==> config.mk <==
export PLATFORM = sky130hd
export DESIGN_NAME = rrsel_pool
export DESIGN_NICKNAME = d
export VERILOG_FILES = /design/src/rtl/rrsel_pkg.sv /design/src/rtl/rrsel_rotor.sv /design/src/rtl/rrsel_ready.sv /design/src/rtl/rrsel_pool.sv
export SDC_FILE = /design/constraint.sdc
export NUM_CORES = 1
export LEC_CHECK = 0
export ABC_CLOCK_PERIOD_IN_PS = 3550
export BUFFER_PORTS_ARGS = -buffer_cell sky130_fd_sc_hd__buf_4
export CORE_MARGIN = 2
export CORE_UTILIZATION = 40
export CTS_CLUSTER_SIZE = 14
export DETAILED_ROUTE_END_ITERATION = 8
export GPL_TIMING_DRIVEN = 0
export PLACE_DENSITY = 0.79
export SYNTH_ARGS = -nofsm -noshare
export SYNTH_HDL_FRONTEND = slang
export SYNTH_SLANG_ARGS = --single-unit
export TNS_END_PERCENT = 50
==> constraint.sdc <==
create_clock -name clk -period 3.55 [get_ports clk]
set_input_delay 0.71 -clock clk [delete_from_list [all_inputs] [get_ports clk]]
set_output_delay 0.71 -clock clk [all_outputs]
set_load 0.01 [all_outputs]
==> src/rtl/rrsel_pkg.sv <==
package rrsel_pkg;
   localparam int unsigned MAX_UNITS = 16;
   localparam int unsigned VEC_W     = MAX_UNITS + 1;

   // isolate the highest set bit of a vector
   function automatic logic [VEC_W-1:0] top_bit17(input logic [VEC_W-1:0] v);
      logic [VEC_W-1:0] r;
      r = '0;
      for (int i = 0; i < VEC_W; i++)
         if (v[i]) r = VEC_W'(1) << i;
      return r;
   endfunction

   function automatic int unsigned ones17(input logic [VEC_W-1:0] v);
      int unsigned n;
      n = 0;
      for (int i = 0; i < VEC_W; i++)
         n += 32'(v[i]);
      return n;
   endfunction
endpackage

==> src/rtl/rrsel_rotor.sv <==
module rrsel_rotor
   import rrsel_pkg::*;
#(
   parameter int unsigned    W      = 4,
   parameter logic [W-1:0]   MEMBER = '1
) (
   input  logic         clk,
   input  logic         rst_n,
   input  logic         sel_req,
   input  logic         force_en,
   input  logic [W-1:0] force_unit,
   output logic [W-1:0] grant,
   output logic         empty_err,
   output logic [W-1:0] rot_q,
   output logic [W-1:0] removed_q
);
   logic [VEC_W-1:0] top_full;
   logic [W-1:0]     natural_pick;
   logic [W-1:0]     rot_after, rem_after;

   always_comb begin
      top_full     = top_bit17(VEC_W'(rot_q));
      natural_pick = top_full[W-1:0];
      grant        = '0;
      if (sel_req) grant = force_en ? force_unit : natural_pick;
      empty_err    = sel_req && !force_en && (rot_q == '0);
   end

   always_comb begin
      rot_after = rot_q;
      rem_after = removed_q;
      if (sel_req) begin
         if (force_en && ((rot_q & force_unit) == '0))
            rem_after = removed_q | force_unit;
         else
            rot_after = rot_q & ~grant;
      end
   end

   always_ff @(posedge clk) begin
      if (!rst_n) begin
         rot_q     <= MEMBER;
         removed_q <= '0;
      end else if (sel_req && (rot_after == '0)) begin
         rot_q     <= MEMBER & ~rem_after;
         removed_q <= '0;
      end else begin
         rot_q     <= rot_after;
         removed_q <= rem_after;
      end
   end

   p_rot_in_member_r4: assert property (@(posedge clk) disable iff (!rst_n)
      (rot_q & ~MEMBER) == '0);
   p_natural_is_top_r3: assert property (@(posedge clk) disable iff (!rst_n)
      (sel_req && !force_en && rot_q != '0) |-> ($onehot(grant) && ((rot_q ^ grant) < grant)));
   p_force_onehot_r5: assert property (@(posedge clk) disable iff (!rst_n)
      (sel_req && force_en) |-> $onehot(force_unit));
   p_empty_no_grant_r9: assert property (@(posedge clk) disable iff (!rst_n)
      empty_err |-> (grant == '0));
endmodule

==> src/rtl/rrsel_ready.sv <==
module rrsel_ready #(
   parameter int unsigned  W      = 4,
   parameter logic [W-1:0] MEMBER = '1
) (
   input  logic         clk,
   input  logic         rst_n,
   input  logic [W-1:0] take_unit,
   input  logic         rel_en,
   input  logic [W-1:0] rel_unit,
   output logic [W-1:0] ready_q,
   output logic         err_take,
   output logic         err_rel
);
   logic [W-1:0] take_ok, rel_ok;

   always_comb begin
      err_take = |(take_unit & ~ready_q);
      take_ok  = err_take ? '0 : take_unit;
      err_rel  = rel_en && |(rel_unit & ready_q);
      rel_ok   = (rel_en && !err_rel) ? rel_unit : '0;
   end

   always_ff @(posedge clk) begin
      if (!rst_n) ready_q <= MEMBER;
      else        ready_q <= (ready_q | rel_ok) & ~take_ok;
   end

   p_take_clears_r6: assert property (@(posedge clk) disable iff (!rst_n)
      ((take_unit != '0) && !err_take) |=> ((ready_q & $past(take_unit)) == '0));
   p_bad_take_holds_r6: assert property (@(posedge clk) disable iff (!rst_n)
      (err_take && !rel_en) |=> $stable(ready_q));
   p_release_sets_r7: assert property (@(posedge clk) disable iff (!rst_n)
      (rel_en && !err_rel) |=> ((ready_q & $past(rel_unit)) != '0));
endmodule

==> src/rtl/rrsel_pool.sv <==
module rrsel_pool
   import rrsel_pkg::*;
#(
   parameter int unsigned      W          = 4,
   parameter bit               IS_GROUP   = 1'b0,
   parameter int unsigned      UNIT_COUNT = 4,
   parameter logic [VEC_W-1:0] ID_MASK    = '0,
   localparam int unsigned     NW         = $clog2(W + 1)
) (
   input  logic          clk,
   input  logic          rst_n,
   input  logic          sel_req,
   input  logic          force_en,
   input  logic [W-1:0]  force_unit,
   input  logic          release_en,
   input  logic [W-1:0]  release_unit,
   input  logic          reserve_set,
   input  logic          reserve_clr,
   input  logic [NW-1:0] need_count,
   output logic [W-1:0]  grant_unit,
   output logic          pool_ready,
   output logic [W-1:0]  ready_mask,
   output logic [W-1:0]  rot_mask,
   output logic [W-1:0]  removed_mask,
   output logic          err_use,
   output logic          err_release,
   output logic          err_empty
);
   localparam logic [VEC_W-1:0] ID_STRIP   = ID_MASK ^ top_bit17(ID_MASK);
   localparam logic [VEC_W-1:0] COUNT_FILL = (VEC_W'(1) << UNIT_COUNT) - VEC_W'(1);
   localparam logic [W-1:0]     MEMBER     = IS_GROUP ? ID_STRIP[W-1:0] : COUNT_FILL[W-1:0];

   generate
      if (W < 1 || W > MAX_UNITS) begin : g_bad_width
         $error("rrsel_pool: W must be 1..16");
      end
      if (IS_GROUP) begin : g_group_check
         if (top_bit17(ID_MASK) != (VEC_W'(1) << W))
            $error("rrsel_pool: group identity must have bit W as its top bit");
         if (ones17(ID_MASK) < 2)
            $error("rrsel_pool: group needs at least one member");
      end else begin : g_plain_check
         if (UNIT_COUNT < 1 || UNIT_COUNT > W)
            $error("rrsel_pool: UNIT_COUNT must be 1..W");
      end
   endgenerate

   logic reserved_q;

   rrsel_rotor #(.W(W), .MEMBER(MEMBER)) u_rotor (
      .clk        (clk),
      .rst_n      (rst_n),
      .sel_req    (sel_req),
      .force_en   (force_en),
      .force_unit (force_unit),
      .grant      (grant_unit),
      .empty_err  (err_empty),
      .rot_q      (rot_mask),
      .removed_q  (removed_mask)
   );

   rrsel_ready #(.W(W), .MEMBER(MEMBER)) u_ready (
      .clk       (clk),
      .rst_n     (rst_n),
      .take_unit (grant_unit),
      .rel_en    (release_en),
      .rel_unit  (release_unit),
      .ready_q   (ready_mask),
      .err_take  (err_use),
      .err_rel   (err_release)
   );

   always_ff @(posedge clk) begin
      if (!rst_n)           reserved_q <= 1'b0;
      else if (reserve_set) reserved_q <= 1'b1;
      else if (reserve_clr) reserved_q <= 1'b0;
   end

   assign pool_ready = !reserved_q && (ones17(VEC_W'(ready_mask)) >= 32'(need_count));

   p_reserved_blocks_r8: assert property (@(posedge clk) disable iff (!rst_n)
      reserved_q |-> !pool_ready);
   p_reserve_takes_r8: assert property (@(posedge clk) disable iff (!rst_n)
      reserve_set |=> !pool_ready);
endmodule

Yosys cells after proc, flatten, opt, wreduce, memory -nomap -nowiden
Cells that the tools add are included.
- register bits after elaboration: 13
- multiplexer cells: 15
- $add $sub $neg: 3
- bitwise gates (word level): 12
- magnitude comparators: 1
- reductions and logical operators: 17
- operators with widths (cell ; number):
    $mux W4 ; 11
    $and A4 B4 Y4 ; 5
    $not A4 Y4 ; 4
    $logic_not A4 Y1 ; 3
    $or A4 B4 Y4 ; 2
    $reduce_or A4 Y1 ; 2
    $logic_and A1 B1 Y1 ; 7
    $add A3 B1 Y4 ; 1
    $ge A4 B3 Y1 ; 1
    $add A2 B1 Y3 ; 1
    $logic_not A1 Y1 ; 3
    $mux W1 ; 3
    $add A1 B1 Y2 ; 1
    $mux W2 ; 1
    $reduce_bool A2 Y1 ; 1
    $reduce_or A2 Y1 ; 1
    $not A1 Y1 ; 1

Logic depth before layout (Yosys ltp)
- word-level depth: 13
- gate-level depth with buffers: 8

Cells and area by module
A second synthesis with hierarchy kept.
- cells, all modules: 107
- area, all modules: 915.9 um^2
- modules (own cells, without submodules) (module ; sequential area each (um^2) ; times used ; area each (um^2) ; cells an instance):
    rrsel_rotor ; 160.2 ; 1 ; 509.2 ; 62
    rrsel_ready ; 80.1 ; 1 ; 256.5 ; 29
    rrsel_pool ; 20.0 ; 1 ; 150.1 ; 16

Worst setup path before layout
No wires, ideal clock.
- path type: flip-flop to output port
- start: register u_ready.ready_q[0]
- end: output pool_ready
- required time: 2.840 ns
- path buffers: 0
- setup slack: 0.887 ns
- stages on the path, launching flop included: 8
- arrival: 1.953 ns
- cell sequence: dfxtp_1 > fa_1 > ha_1 > ha_1 > ha_1 > a21o_1 > a21oi_1 > nor2_1
- word-level cells in the longest chain between the ends: 5
- ends and longest elaborated chain (what ; RTL line ; text):
    from (decl) ; rrsel_ready.sv:10 ; output logic [W-1:0] ready_q,
    from (signal assigned) ; rrsel_ready.sv:25 ; else ready_q <= (ready_q | rel_ok) & ~take_ok;
    $add A1 B1 Y2 ; rrsel_pkg.sv:18 ; n += 32'(v[i]);
    $add A2 B1 Y3 ; rrsel_pkg.sv:18 ;
    $add A3 B1 Y4 ; rrsel_pkg.sv:18 ;
    $ge A4 B3 Y1 ; rrsel_pool.sv:79 ; assign pool_ready = !reserved_q && (ones17(VEC_W'(ready_mask)) >= 32'(need_count));
    $logic_and A1 B1 Y1 ; rrsel_pool.sv:79 ;
    to (decl) ; rrsel_pool.sv:21 ; output logic pool_ready,
No other way between the ends.

Final worst setup path
- start: register u_ready.ready_q[1]
- end: output pool_ready
Same word-level chain as after synthesis.

==> metrics.md <==
| Metric | Value |
|---|---|
| Run status | `finished, final reports clean` |
| Worst Tran Pin Value | `0.588 ns` |
| Endpoints failing setup | `0` |
| Vias | `1015` |
| Logic gate share of total power | `35.6%` |
| Largest net degree at the start of global routing | `11` |
| Global-route wire length before repair | `4.00 mm` |
| H-tree depth | `1` |
| Leakage | `0.572 nW` |
| Violation count after the first detailed-route iteration | `30` |
| Fin nets | `169` |
| Area occupied by multi-input gates | `581 µm²` |
| Post-synth EDFFs | `0` |
| Post-synthesis cell type count | `48` |
| Layout cells sized above 1 | `36.8%` |
| Cells after Synth | `103` |
| Avg Synthesized Cell Area | `8.83 µm²` |
| F_max | `0.317 GHz` |
| Max Cap Viol | `0` |
| Initial antenna violation count | `0` |
| Post-CTS sizing | `0` |
| Critical-path cell list | `fa_1 -> ha_1 -> ha_1 -> ha_1 -> a21o_1 -> a21oi_1 -> nor2_1 -> buf_4` |
| Pre-antenna DRT Iters | `4` |
| CTS Buffer Depth | `2` |
| End of the worst register-to-register path | `u_rotor.removed_q[2]` |
| Setup TNS | `0 ns` |
| Post-synth ARST share | `0%` |
| DIE WIDTH | `51.7 µm` |
| Switching power | `0.000131 W` |
| FF-to-FF setup slack | `1.79 ns` |
| Placer Congestion | `0.902` |
| Final Max Slew Viols | `0` |
| P&R area growth vs syn | `37.3%` |
| Num CTS Buffers | `3` |
| Yosys warns | `0` |
| Worst vdd ir | `0.000186 V` |
| Yosys top cell area share | `28.6%` |
| Reg2Reg Depth | `5` |
| Final Skew | `0.00108 ns` |
| Worst-path fanout max | `5` |
| WS Path Type | `flop to output port` |
| RSZ-0062 raised after global routing | `false` |
| Syn_nets | `127` |
| CP arrival | `2.44 ns` |
| CTS tree | `done` |
| Net Sw Frac | `32.6%` |
| N_diodes | `0` |
| Detail Route Antenna Nets | `0` |
| Register area share after synthesis | `28.6%` |
| Root Buffer | `clkbuf_4` |
| Tcrit/Tclk final | `88.9%` |
| Worst-path clk slew | `0.08 ns` |
| Slew headroom | `60.8%` |
| GRT Residual Overflow | `0` |
| Top area cells in the synthesized netlist | `dfxtp_1 (29%), ha_1 (6.9%), inv_1 (3.3%)` |
| Number of setup buffers added after CTS | `0` |
| Crit path time final | `3.15 ns` |
| DR DRC count | `0` |
| # rows | `17` |
| Number of clock sinks | `13` |
| Cell Area, Synth | `910 µm²` |
| Worst hold path class | `flop to flop` |
| Reg-to-reg startpoint | `u_rotor.rot_q[1]` |
| CP max-delay cell | `fa_1` |
| Most frequent CP cell | `ha_1` |
| Initial cell density of the core | `41.5%` |
| Die Ht | `51.7 µm` |
| Critical Path Max Stage Delay | `0.48 ns` |
| Total GRT Usage | `19.2%` |
| HP Start | `reserved_q` |
| Via-per-instance ratio | `5.90` |
| Number of buffers added on ports | `37` |
| Worst setup SP type | `flop` |
| Routed wire length | `2.39 mm` |
| Fillers | `197` |
| Cells after DPL | `168` |
| Vias in the first global route | `936` |
| Core Util, Final | `57.0%` |
| I/O pin count | `38` |
| WHS Endpoint | `reserved_q` |
| Die area | `2670 µm²` |
| Post-DP HPWL | `1.92 mm` |
| Final non-filler cell total | `172` |
| Worst Path Required | `2.84 ns` |
| Clock latency on the worst-skew pair | `0.28 ns` |
| Reg power frac | `41.1%` |
| CP Capture Type | `output port` |
| Internal power | `0.000270 W` |
| Power density of the placed cells | `321 nW/µm²` |
| Clock network fraction of total power | `23.3%` |
| Register area | `260 µm²` |
| Post-CTS Hold Fix Bufs | `0` |
| Most common flop cell mapped by yosys | `dfxtp_1` |
| Core footprint | `2190 µm²` |
| Wire length per cell | `13.9 µm` |
| Final hold vios | `0` |
| Hold depth | `2` |
| Yosys top cell by area | `dfxtp_1` |
| Synth Register Bits | `13` |
==> placed cells by master, fill, tap and decap left out, types with 2 or more instances in the layout <==
| cell | instances |
|---|---|
| o311ai_1 | 2 |
| nand2b_1 | 2 |
| o21ai_0 | 3 |
| nor2b_1 | 2 |
| nand3_1 | 5 |
| a41oi_1 | 3 |
| a21oi_1 | 4 |
| dfxtp_1 | 13 |
| ha_1 | 5 |
| nor4_1 | 3 |
| a311oi_1 | 2 |
| buf_6 | 2 |
| a31oi_1 | 3 |
| clkbuf_4 | 3 |
| inv_1 | 8 |
| nand2_1 | 4 |
| buf_4 | 38 |
| a22oi_1 | 2 |
| nor3_1 | 2 |
| nor2_1 | 8 |
==> worst max-delay path by stage <==
stage / from / end / depth (start not counted)
final: u_ready.ready_q[1] / pool_ready / 8
after global placement: force_en / err_use / 7
after CTS: u_ready.ready_q[0] / pool_ready / 8
after floorplan: u_ready.ready_q[0] / pool_ready / 7
after detailed placement: u_ready.ready_q[0] / pool_ready / 8
after global routing: u_ready.ready_q[0] / pool_ready / 8
==> metal layers <==
layer,wire [µm],track usage [%],vias to the layer above
met1,1010,24.4,480
met5,0,0,-
met2,1220,34.4,45
met4,31,5.26,0
met3,132,1.72,4
li1,-,-,486
==> registers in the layout, indices dropped and copies added (netlist names) <==
name	count
reserved_q	1
u_ready.ready_q	4
u_rotor.rot_q	4
u_rotor.removed_q	4
==> power groups by stage <==
stage                     registers, W  logic (W)  clock network (W)
after floorplan               0.000170  0.0000782                  0
after global placement        0.000168   0.000139                  0
after detailed placement      0.000168   0.000143                  0
after CTS                     0.000165   0.000143          0.0000948
after global routing          0.000167   0.000160           0.000100
final                         0.000165   0.000143          0.0000935
==> final cells by class <==
class / count / area share (%)
multi-input combinational: 77 / 46.5
tap: 28 / 2.81
inverter: 9 / 2.71
clock buffer: 4 / 2.10
buffer: 4 / 2.81
timing repair buffer: 37 / 22.2
sequential: 13 / 20.8
==> worst max-delay path, delay by kind of cell (launching register included) <==
family | cells | cell delay (ns)
buffers and inverters | 1 | 0.13
DFF | 1 | 0.47
AOI/OAI and AO/OA | 2 | 0.28
and+or+nand+nor | 1 | 0.05
adders and majority gates | 4 | 1.23
==> stage by stage <==
stage	power (W)	cell area [µm²]	hold WS (ns)	worst slack, ns
4_1_cts	0.000403	1250	0.509	0.383
2_1_floorplan	0.000248	910	0.452	0.887
6_report	0.000401	1250	0.501	0.396
3_3_place_gp	0.000306	1220	0.470	0.696
5_1_grt	0.000427	1250	0.535	0.269
3_5_place_dp	0.000311	1220	0.487	0.696
==> cell usage after synthesis (all sizes together), types with 2 or more instances <==
| library cell | number |
|---|---|
| inv | 9 |
| nand3 | 6 |
| a21oi | 4 |
| nor4 | 3 |
| a22o | 2 |
| a22oi | 2 |
| o311ai | 3 |
| a41oi | 3 |
| nor2 | 8 |
| o21ai | 4 |
| nor2b | 2 |
| nand2 | 4 |
| nor3 | 2 |
| o31ai | 2 |
| ha | 5 |
| buf | 4 |
| dfxtp | 13 |
| a311oi | 2 |
| nand2b | 2 |
| and2 | 2 |
| a31oi | 3 |
==> kinds of logic (layout without fill, tap and decap cells) <==
kind of cell               after synthesis  after routing  share of synthesized area (%)
adders and majority gates                6              6                           9.08
and+or+nand+nor                         36             36                           23.0
AOI/OAI and AO/OA                       34             34                           30.7
muxes                                    1              1                           1.10
DFF                                     13             13                           28.6
buffers and inverters                   13             54                           7.56
Power figures use the tool's default switching activity.
